<file path="config.mk">
export PLATFORM = sky130hd
export DESIGN_NAME = uart_vote_rx
export DESIGN_NICKNAME = d
export VERILOG_FILES = /design/src/rtl/rxv_pkg.sv /design/src/rtl/rxv_sync.sv /design/src/rtl/rxv_bitcnt.sv /design/src/rtl/rxv_voter.sv /design/src/rtl/rxv_frame.sv /design/src/rtl/uart_vote_rx.sv
export SDC_FILE = /design/constraint.sdc
export NUM_CORES = 1
export LEC_CHECK = 0
export ABC_AREA = 1
export BUFFER_PORTS_ARGS = -buffer_cell sky130_fd_sc_hd__clkbuf_2
export CAP_MARGIN = 20
export CORE_MARGIN = 2
export CORE_UTILIZATION = 56
export CTS_CLUSTER_SIZE = 28
export DETAILED_ROUTE_END_ITERATION = 12
export HOLD_SLACK_MARGIN = 0.02
export PLACE_DENSITY = 0.77
export SLEW_MARGIN = 20
export SYNTH_ARGS = -nofsm -noshare
export SYNTH_HDL_FRONTEND = slang
export SYNTH_SLANG_ARGS = --single-unit
</file>
<file path="constraint.sdc">
create_clock -name clk -period 1.4 [get_ports clk]
set_input_delay 0.07 -clock clk [delete_from_list [all_inputs] [get_ports clk]]
set_output_delay 0.07 -clock clk [all_outputs]
set_load 0.02 [all_outputs]
</file>
<file path="src/rtl/rxv_pkg.sv">
// Package: shared types and helpers for the majority-vote receiver.
// Assumes: nothing beyond standard SystemVerilog.
package rxv_pkg;

    // Receiver states: waiting for a start edge, or shifting a frame.
    typedef enum logic {
        RX_HUNT  = 1'b0,
        RX_SHIFT = 1'b1
    } rx_state_t;

    // Two-of-three majority.
    function automatic logic maj3(input logic a, input logic b, input logic c);
        return (a & b) | (a & c) | (b & c);
    endfunction

endpackage

</file>
<file path="src/rtl/rxv_sync.sv">
// Module: multi-stage synchronizer for the serial line.
// Assumes: the input is asynchronous and idle high, so every stage resets to 1.
module rxv_sync #(
    parameter int STAGES = 2
) (
    input  logic clk,
    input  logic rst_n,
    input  logic din,
    output logic dout
);
    logic [STAGES-1:0] chain;

    generate
        for (genvar g = 0; g < STAGES; g++) begin : g_stage
            if (g == 0) begin : g_first
                // First stage captures the raw line.
                always_ff @(posedge clk) begin
                    if (!rst_n) chain[g] <= 1'b1;
                    else        chain[g] <= din;
                end
            end else begin : g_next
                // Later stages pass the value along.
                always_ff @(posedge clk) begin
                    if (!rst_n) chain[g] <= 1'b1;
                    else        chain[g] <= chain[g-1];
                end
            end
        end
    endgenerate

    assign dout = chain[STAGES-1];
endmodule

</file>
<file path="src/rtl/rxv_bitcnt.sv">
// Module: divide-by-OVS bit-time counter.
// Assumes: the restart tick is state 0, so the counter loads 1 on it and
// then advances once per tick while a frame is running, wrapping at OVS.
module rxv_bitcnt #(
    parameter int OVS = 16,
    localparam int CW = $clog2(OVS)
) (
    input  logic          clk,
    input  logic          rst_n,
    input  logic          tick,
    input  logic          restart,
    input  logic          run,
    output logic [CW-1:0] cnt
);
    localparam logic [CW-1:0] LAST = CW'(OVS - 1);

    // Advance the bit-time phase on each tick.
    always_ff @(posedge clk) begin
        if (!rst_n) begin
            cnt <= '0;
        end else if (restart) begin
            cnt <= CW'(1);
        end else if (run && tick) begin
            cnt <= (cnt == LAST) ? '0 : cnt + CW'(1);
        end
    end
endmodule

</file>
<file path="src/rtl/rxv_voter.sv">
// Module: three-sample majority bit detector.
// Assumes: samples are taken at states MID-1, MID and MID+1 of the counter.
// The vote is issued on the MID+1 tick and uses the line value seen then.
module rxv_voter #(
    parameter int OVS = 16,
    localparam int CW  = $clog2(OVS),
    localparam int MID = OVS / 2
) (
    input  logic          clk,
    input  logic          rst_n,
    input  logic          tick,
    input  logic          run,
    input  logic [CW-1:0] cnt,
    input  logic          line,
    output logic          vote_ok,
    output logic          vote
);
    import rxv_pkg::*;

    localparam logic [CW-1:0] S_LO  = CW'(MID - 1);
    localparam logic [CW-1:0] S_MID = CW'(MID);
    localparam logic [CW-1:0] S_HI  = CW'(MID + 1);

    logic samp_lo, samp_mid;

    // Hold the first two samples of the bit.
    always_ff @(posedge clk) begin
        if (!rst_n) begin
            samp_lo  <= 1'b1;
            samp_mid <= 1'b1;
        end else if (run && tick) begin
            if (cnt == S_LO)  samp_lo  <= line;
            if (cnt == S_MID) samp_mid <= line;
        end
    end

    // Decide the bit on the third sample.
    always_comb begin
        vote_ok = run && tick && (cnt == S_HI);
        vote    = maj3(samp_lo, samp_mid, line);
    end
endmodule

</file>
<file path="src/rtl/rxv_frame.sv">
// Module: frame controller, shift register and result registers.
// Assumes: votes arrive one per bit time. The shift register is preloaded
// with all ones, so the arrival of the start bit (0) at the top marks the last
// data bit, and the next vote is the stop bit.
module rxv_frame #(
    parameter int DATA_W = 8,
    localparam int SW = DATA_W + 1
) (
    input  logic              clk,
    input  logic              rst_n,
    input  logic              tick,
    input  logic              line,
    input  logic              mp_mode,
    input  logic              flag_clr,
    input  logic              vote_ok,
    input  logic              vote,
    output logic              restart,
    output logic              run,
    output logic              accept,
    output logic [DATA_W-1:0] rx_byte,
    output logic              rx_stop,
    output logic              rx_done
);
    import rxv_pkg::*;

    rx_state_t         state;
    logic              prev_line;
    logic [SW-1:0]     sreg;
    logic              empty;
    logic              last;
    logic [DATA_W-1:0] data_lsb;

    // Decode edge, start check and final shift.
    always_comb begin
        run     = (state == RX_SHIFT);
        restart = tick && (state == RX_HUNT) && prev_line && !line;
        empty   = &sreg;
        last    = vote_ok && !empty && !sreg[SW-1];
        accept  = last && !rx_done && (!mp_mode || vote);
        for (int i = 0; i < DATA_W; i++) begin
            data_lsb[i] = sreg[DATA_W-1-i];
        end
    end

    // Track the line level seen on the previous tick.
    always_ff @(posedge clk) begin
        if (!rst_n)    prev_line <= 1'b1;
        else if (tick) prev_line <= line;
    end

    // Frame sequencing and bit shifting.
    always_ff @(posedge clk) begin
        if (!rst_n) begin
            state <= RX_HUNT;
            sreg  <= '1;
        end else if (restart) begin
            state <= RX_SHIFT;
            sreg  <= '1;
        end else if (vote_ok) begin
            if (empty && vote) begin
                state <= RX_HUNT;
            end else if (last) begin
                state <= RX_HUNT;
                sreg  <= '1;
            end else begin
                sreg <= {sreg[SW-2:0], vote};
            end
        end
    end

    // Publish accepted frames.
    always_ff @(posedge clk) begin
        if (!rst_n) begin
            rx_byte <= '0;
            rx_stop <= 1'b0;
        end else if (accept) begin
            rx_byte <= data_lsb;
            rx_stop <= vote;
        end
    end

    // Sticky done flag: set by accept, cleared by the host.
    always_ff @(posedge clk) begin
        if (!rst_n)        rx_done <= 1'b0;
        else if (accept)   rx_done <= 1'b1;
        else if (flag_clr) rx_done <= 1'b0;
    end
endmodule

</file>
<file path="src/rtl/uart_vote_rx.sv">
// Module: top of the majority-vote serial frame receiver.
// Assumes: tick16 is a one-cycle pulse at OVS times the bit rate, the line
// idles high, and frames are start + DATA_W bits LSB first + stop.
module uart_vote_rx #(
    parameter int DATA_W      = 8,
    parameter int OVS         = 16,
    parameter int SYNC_STAGES = 2,
    localparam int CW         = $clog2(OVS)
) (
    input  logic              clk,
    input  logic              rst_n,
    input  logic              tick16,
    input  logic              rxd,
    input  logic              mp_mode,
    input  logic              flag_clr,
    output logic [DATA_W-1:0] rx_byte,
    output logic              rx_stop,
    output logic              rx_done
);
    logic          line_s;
    logic [CW-1:0] cnt;
    logic          restart;
    logic          run;
    logic          vote_ok;
    logic          vote;
    logic          frame_accept;

    rxv_sync #(.STAGES(SYNC_STAGES)) u_sync (
        .clk  (clk),
        .rst_n(rst_n),
        .din  (rxd),
        .dout (line_s)
    );

    rxv_bitcnt #(.OVS(OVS)) u_cnt (
        .clk    (clk),
        .rst_n  (rst_n),
        .tick   (tick16),
        .restart(restart),
        .run    (run),
        .cnt    (cnt)
    );

    rxv_voter #(.OVS(OVS)) u_vote (
        .clk    (clk),
        .rst_n  (rst_n),
        .tick   (tick16),
        .run    (run),
        .cnt    (cnt),
        .line   (line_s),
        .vote_ok(vote_ok),
        .vote   (vote)
    );

    rxv_frame #(.DATA_W(DATA_W)) u_frame (
        .clk     (clk),
        .rst_n   (rst_n),
        .tick    (tick16),
        .line    (line_s),
        .mp_mode (mp_mode),
        .flag_clr(flag_clr),
        .vote_ok (vote_ok),
        .vote    (vote),
        .restart (restart),
        .run     (run),
        .accept  (frame_accept),
        .rx_byte (rx_byte),
        .rx_stop (rx_stop),
        .rx_done (rx_done)
    );
endmodule

</file>
==> flow_metrics.env <==
export IMPL_status="finished, final reports clean"
export IMPL_r2r_setup_slack_ns=0.03
export IMPL_antenna_cells=0
export IMPL_worst_pin_slew_ns=0.2681
export IMPL_ys_flop_type="dfxtp_1"
export IMPL_multiInputGateArea_um2=691.9
export IMPL_crit_arrival_ns=1.64
export IMPL_ant_nets=0
export IMPL_syn_nets=191
export IMPL_fin_ws_ns=0.03055
export IMPL_avgSynthCellArea_um2=7.163
export IMPL_nets=219
export IMPL_crit_chain="inv_2 -> ha_4 -> nand3_4 -> nor3_4 -> nand2_2 -> nor2_4 -> nor2_1 -> nor2_1"
export IMPL_drtIter0Drc=31
export IMPL_hold_depth=2
export IMPL_layout_commonest_cell="nand2_1"
export IMPL_port_buffers=15
export IMPL_die_h_um=52.25
export IMPL_path_clk_slew_ns=0.09
export IMPL_peakVddDrop_mv=0.9086
export IMPL_synth_area_um2=1304
export IMPL_cpMostUsedCell="nor2_1"
export IMPL_routabilityCongestion=0.8399
export IMPL_ys_warn_count=0
export IMPL_finalWirelength_mm=2.779
export IMPL_skew_ns=0.01059
export IMPL_place_area_um2=1434
export IMPL_synth_async_reset_ratio=0
export IMPL_power_density_nw_per_um2=863.0
export IMPL_io_pins=16
export IMPL_drt_vias_per_instance=5.255
export IMPL_dr_pass1_iters=4
export IMPL_max_stage_delay_ns=0.33
export IMPL_clkLatencyLatePin_ns=0.33
export IMPL_grt_max_degree=14
export IMPL_die_w_um=52.25
export IMPL_rsz0062_at_grt="yes"
export IMPL_area_delta_synth_final_pct=21.40
export IMPL_core_um2=2212
export IMPL_fin_area_um2=1583
export IMPL_report_final_setup_viol=0
export IMPL_wire_per_inst_um=11.63
export IMPL_register_area_um2=583.1
export IMPL_hp_class="in2reg"
export IMPL_fin_cells=239
export IMPL_finalCritPeriodShare=0.9782
export IMPL_grt_usage=0.2269
export IMPL_hold_viol_final=0
export IMPL_timing_final_crit_period_ns=1.369
export IMPL_start_kind="flop"
export IMPL_rows=17
export IMPL_grt_pass1_vias=1054
export IMPL_fmax_ghz=0.7302
export IMPL_final_max_slew_viol_count=0
export IMPL_ys_seq_area_frac=0.4453
export IMPL_maxCapViolations=0
export IMPL_overflow=0
export IMPL_dpl_hpwl_mm=1.950
export IMPL_relSlewSlack=0.8210
export IMPL_ys_types=23
export IMPL_cts_root_buf="clkbuf_4"
export IMPL_antenna_found_initial=0
export IMPL_dp_cells=226
export IMPL_num_fill_cells=179
export IMPL_syn_inst=182
export IMPL_drcViolationCount=0
export IMPL_cts_buffers=5
export IMPL_r2r_start="u_cnt.cnt[1]"
export IMPL_ys_seq_elements=29
export IMPL_slowest_stage="dfxtp_2"
export IMPL_critPathCaptureType="flop"
export IMPL_initial_core_util=0.5894
export IMPL_die_area_um2=2730
export IMPL_cts_tree="built"
export IMPL_ff2ff_path_depth=8
export IMPL_mostFrequentLayoutCells="44 x nand2_1, 27 x dfxtp_1, 25 x nor2_1, 24 x nand3_1, 17 x inv_1"
export IMPL_clock_path_buffers=2
export IMPL_hp_start="rst_n"
export IMPL_leakage_uw=0.0008160
export IMPL_critPathKind="reg2reg"
export IMPL_synth_edf_count=0
export IMPL_num_vias=1256
export IMPL_grt_first_pass_wirelength_mm=4.409
export IMPL_htreeDepth=2
export IMPL_whs_endpoint="u_frame.prev_line"
export IMPL_cts_sinks=29
export IMPL_place_ws_ns=0.04172
export IMPL_regToRegEndpoint="u_frame.rx_byte[4]"
export IMPL_path_max_fanout=5
export IMPL_critical_path_required_ns=1.67
export IMPL_drive_gt1_frac=0.2180
## flip-flops by register name, summed over array words and instances (netlist names)
register and flops:
u_frame.rx_byte 8, u_frame.run 1, u_frame.rx_done 1, u_cnt.cnt 4, u_frame.sreg 9, u_frame.prev_line 1
u_vote.samp_lo 1, u_vote.samp_mid 1, u_frame.rx_stop 1, u_sync.dout 1, u_sync.chain 1
## critical path, delay by kind of cell, from the launching register on
family	cells	cell delay, ns
adder cells (fa/ha/maj)	1	0.13
buffers and inverters	1	0.07
flip-flops	1	0.33
AND/OR/NAND/NOR	6	0.80
## routing by layer
metal / wire (um) / part of all wire / global-route usage / vias to the layer above
li1: - / - / - / 649
met1: 1247 / 0.45 / 0.2803 / 563
met2: 1274 / 0.46 / 0.3439 / 38
met3: 165 / 0.059 / 0.07714 / 6
met4: 92 / 0.033 / 0.1282 / 0
met5: 0 / 0 / 0 / -
## per-stage QoR
step           hold slack (ns)  TNS (ns)  total power, uW    util
2_1_floorplan           0.1766         0            883.3       -
3_3_place_gp            0.2556         0            901.5  0.6482
3_5_place_dp            0.2611         0            902.6  0.6482
4_1_cts                0.05311         0             1375  0.6850
5_1_grt                0.07988   -0.3623             1425  0.7155
6_report               0.06826         0             1366  0.7155
## worst max path at each step
| stage | start | endpoint | depth (start not counted) |
|---|---|---|---|
| 2_1_floorplan | u_cnt.cnt[0] | u_frame.run | 7 |
| 3_3_place_gp | u_cnt.cnt[1] | u_frame.rx_byte[5] | 8 |
| 3_5_place_dp | u_cnt.cnt[1] | u_frame.rx_byte[7] | 8 |
| 4_1_cts | u_cnt.cnt[1] | u_frame.rx_stop | 8 |
| 5_1_grt | u_cnt.cnt[1] | u_frame.rx_stop | 8 |
| 6_report | u_cnt.cnt[1] | u_frame.rx_byte[4] | 8 |
## Yosys cell counts, types with 2 or more instances
master	n	area [um^2]
clkinv_1	2	7.510
buf_2	2	10.01
or2_2	2	12.51
nor2_1	27	101.4
o21ai_0	2	10.01
ha_1	3	37.54
a21oi_1	4	20.02
dfxtp_1	29	580.6
nand2_2	4	25.02
nand3_1	25	125.1
inv_1	18	67.56
nand4_1	11	68.82
nand2_1	43	161.4
## area by class of cell
| class | instances | share of cell area |
|---|---|---|
| Clock buffer | 6 | 0.02609 |
| Clock inverter | 2 | 0.006324 |
| Inverter | 20 | 0.04980 |
| Multi-Input combinational cell | 131 | 0.4372 |
| Sequential cell | 29 | 0.3684 |
| Tap cell | 28 | 0.02213 |
| Timing Repair Buffer | 23 | 0.09012 |
## timing repair
item	4_1_cts	5_1_grt
gates resized for setup	0	14
setup buffers	0	0
hold buffers	3	0
hold endpoints to repair	3	0
endpoints found under the setup margin	0	20
## where the power goes
group / internal [uW] / switching (uW) / leakage [uW]
combinational: 25.3 / 35.9 / 0.000548
sequential: 831 / 4.57 / 0.000236
clock: 191 / 279 / 0.0000320
## cell families after synthesis
| family | count (synthesis) | share of synthesized area |
|---|---|---|
| and+or+nand+nor | 115 | 0.4040 |
| DFF | 29 | 0.4453 |
| buffers and inverters | 24 | 0.07101 |
| AOI/OAI and AO/OA | 11 | 0.05088 |
| adders and majority gates | 3 | 0.02879 |
No activity file was read; power rests on OpenSTA's default activity.
